[src/rtl/revmap_pkg.sv]
package revmap_pkg;

    typedef enum logic [1:0] {
        ST_IDLE = 2'd0,
        ST_WAIT = 2'd1,
        ST_RESP = 2'd2
    } revmap_state_e;

endpackage

[src/rtl/revmap_addr_calc.sv]
module revmap_addr_calc #(
    parameter int ADDR_W     = 32,
    parameter int GRAN_BYTES = 8,
    parameter int MAP_BYTE_W = 8
) (
    input  logic [ADDR_W-1:0]             addr_i,
    input  logic [ADDR_W-1:0]             ram_base_i,
    input  logic [ADDR_W-1:0]             map_base_i,
    output logic                          in_range_o,
    output logic [ADDR_W-1:0]             map_addr_o,
    output logic [$clog2(MAP_BYTE_W)-1:0] bit_idx_o
);
    localparam int GRAN_SH = $clog2(GRAN_BYTES);
    localparam int BIT_W   = $clog2(MAP_BYTE_W);
    localparam int MAP_SH  = GRAN_SH + BIT_W;
    localparam logic [ADDR_W-1:0] GRAN_MASK = ADDR_W'(GRAN_BYTES - 1);

    logic [ADDR_W-1:0] aligned;
    logic [ADDR_W-1:0] offset;

    always_comb begin
        aligned    = addr_i & ~GRAN_MASK;
        in_range_o = (aligned >= ram_base_i);
        offset     = aligned - ram_base_i;
        map_addr_o = map_base_i + (offset >> MAP_SH);
        bit_idx_o  = offset[GRAN_SH +: BIT_W];
    end

endmodule

[src/rtl/revmap_bit_pick.sv]
module revmap_bit_pick #(
    parameter int MAP_BYTE_W = 8
) (
    input  logic [MAP_BYTE_W-1:0]         byte_i,
    input  logic [$clog2(MAP_BYTE_W)-1:0] idx_i,
    output logic                          bit_o
);
    localparam int BIT_W = $clog2(MAP_BYTE_W);

    logic [MAP_BYTE_W-1:0] hit;

    for (genvar i = 0; i < MAP_BYTE_W; i++) begin : g_lane
        assign hit[i] = byte_i[i] & (idx_i == BIT_W'(i));
    end

    assign bit_o = |hit;

endmodule

[src/rtl/revmap_lookup.sv]
module revmap_lookup
    import revmap_pkg::*;
#(
    parameter int ADDR_W     = 32,
    parameter int GRAN_BYTES = 8,
    parameter int MAP_BYTE_W = 8
) (
    input  logic                  clk,
    input  logic                  rst_n,
    input  logic                  req_valid,
    output logic                  req_ready,
    input  logic [ADDR_W-1:0]     req_addr,
    input  logic [ADDR_W-1:0]     cfg_ram_base,
    input  logic [ADDR_W-1:0]     cfg_map_base,
    output logic                  mem_rd_en,
    output logic [ADDR_W-1:0]     mem_rd_addr,
    input  logic                  mem_rd_valid,
    input  logic [MAP_BYTE_W-1:0] mem_rd_data,
    output logic                  done,
    output logic                  revoked
);
    localparam int BIT_W = $clog2(MAP_BYTE_W);

    typedef struct packed {
        revmap_state_e     state;
        logic              rd_en;
        logic [ADDR_W-1:0] rd_addr;
        logic [BIT_W-1:0]  bit_idx;
        logic              done;
        logic              revoked;
    } revmap_regs_t;

    revmap_regs_t cur_q, nxt_d;

    logic              in_range_c;
    logic [ADDR_W-1:0] map_addr_c;
    logic [BIT_W-1:0]  bit_idx_c;
    logic              picked_c;

    revmap_addr_calc #(
        .ADDR_W    (ADDR_W),
        .GRAN_BYTES(GRAN_BYTES),
        .MAP_BYTE_W(MAP_BYTE_W)
    ) u_addr (
        .addr_i    (req_addr),
        .ram_base_i(cfg_ram_base),
        .map_base_i(cfg_map_base),
        .in_range_o(in_range_c),
        .map_addr_o(map_addr_c),
        .bit_idx_o (bit_idx_c)
    );

    revmap_bit_pick #(
        .MAP_BYTE_W(MAP_BYTE_W)
    ) u_pick (
        .byte_i(mem_rd_data),
        .idx_i (cur_q.bit_idx),
        .bit_o (picked_c)
    );

    always_comb begin
        nxt_d       = cur_q;
        nxt_d.rd_en = 1'b0;
        nxt_d.done  = 1'b0;
        unique case (cur_q.state)
            ST_IDLE: begin
                if (req_valid) begin
                    if (in_range_c) begin
                        nxt_d.rd_en   = 1'b1;
                        nxt_d.rd_addr = map_addr_c;
                        nxt_d.bit_idx = bit_idx_c;
                        nxt_d.state   = ST_WAIT;
                    end else begin
                        nxt_d.revoked = 1'b0;
                        nxt_d.done    = 1'b1;
                        nxt_d.state   = ST_RESP;
                    end
                end
            end
            ST_WAIT: begin
                if (mem_rd_valid) begin
                    nxt_d.revoked = picked_c;
                    nxt_d.done    = 1'b1;
                    nxt_d.state   = ST_RESP;
                end
            end
            ST_RESP: begin
                nxt_d.state = ST_IDLE;
            end
            default: begin
                nxt_d.state = ST_IDLE;
            end
        endcase
    end

    always_ff @(posedge clk or negedge rst_n) begin
        if (!rst_n) begin
            cur_q <= '{state: ST_IDLE, rd_en: 1'b0, rd_addr: '0,
                       bit_idx: '0, done: 1'b0, revoked: 1'b0};
        end else begin
            cur_q <= nxt_d;
        end
    end

    assign req_ready   = (cur_q.state == ST_IDLE);
    assign mem_rd_en   = cur_q.rd_en;
    assign mem_rd_addr = cur_q.rd_addr;
    assign done        = cur_q.done;
    assign revoked     = cur_q.revoked;

endmodule

[config.mk]
export PLATFORM = sky130hd
export DESIGN_NAME = revmap_lookup
export DESIGN_NICKNAME = d
export VERILOG_FILES = /design/src/rtl/revmap_pkg.sv /design/src/rtl/revmap_addr_calc.sv /design/src/rtl/revmap_bit_pick.sv /design/src/rtl/revmap_lookup.sv
export SDC_FILE = /design/constraint.sdc
export NUM_CORES = 1
export LEC_CHECK = 0
export BUFFER_PORTS_ARGS = -buffer_cell sky130_fd_sc_hd__buf_2
export CORE_ASPECT_RATIO = 1.25
export CORE_MARGIN = 2
export CORE_UTILIZATION = 45
export DETAILED_ROUTE_END_ITERATION = 12
export PLACE_DENSITY = 0.72
export SLEW_MARGIN = 30
export SYNTH_ARGS = -nofsm -noshare
export SYNTH_HDL_FRONTEND = slang
export SYNTH_HIERARCHICAL = 1
export SYNTH_SLANG_ARGS = --single-unit
[constraint.sdc]
create_clock -name clk -period 1.7 [get_ports clk]
set_input_delay 0.34 -clock clk [delete_from_list [all_inputs] [get_ports clk]]
set_output_delay 0.34 -clock clk [all_outputs]
set_load 0.005 [all_outputs]
# Yosys cells after proc, flatten, opt, wreduce, memory -nomap -nowiden

Cells that the tools add are included.

Shift-type cells: 0
Bitwise gates (word level): 8
Reductions and logical operators: 7
Multipliers: 0
Divide/modulo/power cells: 0
Mux-type cells: 9
Eq/ne operators: 11
Magnitude comparators: 1
Add/sub/neg operators: 2

Operators with widths:

| kind                                           | count |
|---|---|
| two-way mux 36 bit                             | 2 |
| two-way mux 40 bit                             | 1 |
| adder 32 x 26 -> 32 bit                        | 1 |
| greater-or-equal comparator 32 bit             | 1 |
| subtractor 32 bit                              | 1 |
| == test 3 bit (second input constant)          | 4 |
| AND 1 bit                                      | 8 |
| two-way mux 2 bit                              | 4 |
| case mux 2 bit (2 select lines)                | 2 |
| OR reduction 8 bit                             | 1 |
| == test 3 x 2 -> 1 bit (second input constant) | 2 |
| inequality test 2 bit (second input constant)  | 3 |
| AND reduction 4 bit                            | 1 |
| == test 3 x 1 -> 1 bit (second input constant) | 1 |
| zero test 3 bit                                | 1 |
| AND reduction 3 bit                            | 1 |
| == test 2 x 1 -> 1 bit (second input constant) | 1 |
| zero test 2 bit                                | 1 |
| AND reduction 2 bit                            | 1 |
| nonzero test 2 bit                             | 1 |

Memories: 0
Output and inout bits: 36
Input port bits: 108
Bits in read-only memories: 0
RAM bits: 0
Word-level logic and storage cells: 44
Register bits: 40
Latch bits: 0

# Longest topological paths before layout

Word-level depth: 5
Gate-level depth with buffers: 19
Mapped depth without buffers: 18

# Modules after synthesis

Netlist, hierarchy kept.

Modules (own cells, without submodules):

| module           | cells an instance | instances | area each (sq um) |
|---|---|---|---|
| revmap_addr_calc | 431               | 1         | 3084.2 |
| revmap_lookup    | 122               | 1         | 1874.3 |
| revmap_bit_pick  | 3                 | 1         | 63.8 |

# Least setup slack after synthesis

Ideal clock, no wire load.

Path kind: input to register
Start: input cfg_ram_base[3]
End: register cur_q (netlist bit mem_rd_addr[29])
Path slack: -2523 ps
Path buffers: 1
Setup time: 125 ps
Data arrival time: 4098 ps
Cell stages on the path: 18
Cells stage by stage: inv_1 > ha_1 > or3_4 > o221ai_2 > o21ai_2 > a21oi_4 > o21ai_2 > a2111oi_0 > nor3_1 > ha_1 > buf_2 > nand3_1 > or3_1 > a2111oi_2 > o2111a_1 > o31ai_1 > xnor2_1 > mux2_4

Longest elaborated chain between the ends: 2
Elaborated cells on any way between the ends: 4
Those cells by class: add/sub: 2; order compare: 1; reduce/logical: 1

Ends and longest elaborated chain:

| element                  | line                   | text |
|---|---|---|
| start, declared          | revmap_lookup.sv:13    | `input logic [ADDR_W-1:0] cfg_ram_base,` |
| subtractor 32 bit        | revmap_addr_calc.sv:24 | `offset = aligned - ram_base_i;` |
| adder 32 x 26 -> 32 bit  | revmap_addr_calc.sv:25 | `map_addr_o = map_base_i + (offset >> MAP_SH);` |
| named net map_addr_c[29] | revmap_lookup.sv:36    | `logic [ADDR_W-1:0] map_addr_c;` |
| end signal, assigned     | revmap_lookup.sv:98    | `cur_q <= '{state: ST_IDLE, rd_en: 1'b0, rd_addr: '0,` |
| end signal, assigned     | revmap_lookup.sv:101   | `cur_q <= nxt_d;` |
| end, declared            | revmap_lookup.sv:33    | `revmap_regs_t cur_q, nxt_d;` |

The timed path passes the listed nets, and every way through them passes these cells.
A chain may end at the register's enable or synchronous reset.

# Worst setup path in the final report

Start: input cfg_ram_base[4]
End: register cur_q (netlist bit mem_rd_addr[29])

The elaborated chain is that of the path after synthesis.

==> impl_metrics.json <==
{
  "maxCapViolCount": 0,
  "cts_tree": "done",
  "clock_path_buffers": 2,
  "rsz0062_at_grt": "true",
  "synth_ff_type": "dfrtp_1",
  "hold_viol_final": 0,
  "setup_viol": 40,
  "crit_buf_inv": 2,
  "violations": "setup timing",
  "crit_family": "compound AO/OA/AOI/OAI gates",
  "synth_area_leaders": "dfrtp_1 20%, ha_1 14%, mux2_4 8.4%",
  "synth_cell_types": 71,
  "vdd_drop_max_mv": 0.491,
  "grt_use_met3_pct": 1.89,
  "fp.dieH_um": 122,
  "synth.most_common_cell": "ha_1",
  "worstSetupPathDepth": 18,
  "nets": 1018,
  "r2r-start": "cur_q[38]",
  "drt-initial-drc-count": 193,
  "slew_headroom_pct": 62.1,
  "p_per_area_nw_per_um2": 1030,
  "yosysTopAreaCellShare_pct": 19.9,
  "max_stage_delay_ps": 420,
  "worstReg2RegEnd": "mem_rd_addr[9]",
  "via_count": 5212,
  "synth_top_cell_by_area": "dfrtp_1",
  "wl_per_cell_um": 15.2,
  "overflow": 0,
  "worstHoldPathType": "in2async",
  "power.leakage_nw": 3.94,
  "cp-endpoint": "mem_rd_addr[29]",
  "cts_root_buffer": "clkbuf_16",
  "io_pins": 144,
  "setup_slack_ps": -2280,
  "yosysSeqAreaShare_pct": 19.9,
  "cp-start-kind": "primary input",
  "p_total_mw": 8.03,
  "cp_slowest_cell": "or3b_4",
  "path_class": "in2reg",
  "die_w_um": 98.5,
  "drcViolationCount": 0,
  "reg2reg_depth": 3,
  "placed_area_um2": 6940,
  "met1_usage_pct": 26.3,
  "drive_gt1_share_pct": 54.3,
  "slew_violations": 0,
  "postCtsHoldBufs": 0,
  "gp_congestion": 0.889,
  "grt_pass1_wl_mm": 22.6,
  "routed_wl_mm": 15.0,
  "antenna_found_initial": 0,
  "start_util_pct": 45.8,
  "dieArea_um2": 12000,
  "skew_ps": 4.71,
  "io_buffers": 140,
  "worstMarginPinSlew_ps": 569,
  "ys_seq_elements": 40,
  "grt.busiest_layer": "met2",
  "ys_warn_count": 6,
  "timing.final.crit_share_pct": 234,
  "synth_area_um2": 5020,
  "area_growth_pct": 54.9,
  "synthTopCellsByCount": "57 x ha_1, 47 x a21oi_1, 41 x inv_1, 40 x dfrtp_1, 35 x nand2_1",
  "grt_pass1_vias": 5124,
  "arrival_ps": 4160,
  "postLayoutCellArea_um2": 7780,
  "critPathMaxFanout": 6,
  "synthCells": 556,
  "grt_use_total_pct": 22.8,
  "globalRouteMet2Util_pct": 44.0,
  "synth_edf_count": 0,
  "path_cells": "buf_6, inv_4, ha_4, or3_4, o221ai_4, o21ai_4, a21oi_4, nor4_4, o2111ai_1, or3b_4, ha_4, nand3_4, or3_4, o211ai_1, o2111a_2, o31ai_4, xnor2_1, mux2_4",
  "async_reset_ff_share_pct": 100,
  "insertedDiodeCount": 0,
  "dp_hpwl_mm": 11.2,
  "clock_latency_ps": 290,
  "synth_fp_nets": 722,
  "status": "finished with violations",
  "grt_max_degree": 26,
  "ant_nets": 0,
  "cts_buffers": 5,
  "final.min_clock_period_ps": 3980,
  "htreeDepth": 2,
  "r2r_slack_ps": 120,
  "endpoint_kind": "register",
  "fmax_ghz": 0.251,
  "num_rows": 43,
  "crit_start": "cfg_ram_base[4]",
  "clock-sinks": 40,
  "drtPass1Iterations": 4,
  "coreArea_um2": 11000,
  "routed_via_density": 5.28,
  "required_ps": 1880,
  "avgSynthCellArea_um2": 9.03,
  "clk_pin_slew_ps": 60
}
-- final cells by class --
| class | instances | area, um^2 |
|---|---|---|
| Fill cell | 812 | 3200 |
| Sequential cell | 40 | 1000 |
| Tap cell | 135 | 169 |
| Clock buffer | 7 | 143 |
| Timing Repair Buffer | 330 | 2250 |
| Clock inverter | 1 | 7.51 |
| Multi-Input combinational cell | 434 | 4050 |
| Inverter | 41 | 164 |
-- cells by family after synthesis --
logic type	share of synthesized area [%]
mux	11.6
flops	19.9
xor+xnor	8.89
buf+inv	9.99
fa+ha+maj	14.6
compound gates	20.8
simple gates	14.2
-- per-layer routing --
layer | vias to the layer above | routed length [um]
li1 | 2591 | -
met3 | 22 | 470
met2 | 127 | 8090
met5 | - | 0
met1 | 2472 | 6110
met4 | 0 | 321
-- what timing repair did --
action                     CTS  global route
buffers inserted            21            11
gates cloned                 2             2
pin swaps                   32            66
resized for setup           37            47
setup endpoints to repair   40            40
-- how the worst min path moves through the flow --
stage                from   endpoint  depth (start not counted)
floorplan           rst_n   cur_q[2]                          0
global placement    rst_n   cur_q[2]                          1
detailed placement  rst_n   cur_q[2]                          1
CTS                 rst_n  mem_rd_en                          1
global route        rst_n  mem_rd_en                          1
finish              rst_n  mem_rd_en                          1
-- sequential cells by signal, indices dropped and copies added, names as in the netlist --
name         cells
revoked          1
mem_rd_addr     32
mem_rd_en        1
cur_q            5
done             1
-- through the flow --
step	util (%)	hold WS, ps	setup WS, ps	setup TNS [ps]	cells
finish	70.9	36.1	-2280	-70360	988
global placement	63.2	363	-2590	-85470	947
detailed placement	63.2	360	-2730	-88200	947
CTS	68.0	53.3	-2300	-69690	977
floorplan	-	44.4	-2250	-64580	556
global route	70.9	86.9	-2490	-75880	988
-- placed cells by master (no fill, tap or decap), types with 3 or more instances in the layout --
cell	Yosys	layout
inv_1	41	37
mux2_2	9	7
o21ai_1	1	3
o31ai_4	0	3
nor2_4	0	4
and3_4	1	4
nand3_1	16	15
o21ai_2	2	8
nand2_1	35	33
xor2_1	20	19
buf_2	3	134
nand4_1	4	4
nor3_1	11	10
nor2b_1	4	3
a21oi_2	0	15
or3_1	6	5
a211oi_2	0	4
nor2_1	24	20
nor4_1	3	3
a2111oi_4	0	4
clkbuf_16	0	5
a21oi_1	47	29
o211ai_1	4	4
o21a_1	5	5
buf_6	2	14
ha_1	57	53
dfrtp_1	40	40
xnor2_1	31	29
a31oi_1	4	4
nand2b_1	4	4
buf_4	32	178
a21o_1	16	16
a21oi_4	1	4
mux2_4	28	30
o21bai_1	8	7
o21ai_0	17	7
ha_4	0	4
and3_1	11	10
-- where the power goes --
group          total, mW  internal, mW  switching, mW
clock network      0.988         0.585          0.403
logic               5.33          3.02           2.31
registers           1.72          1.41          0.305
(Power assumes the default switching activity.)
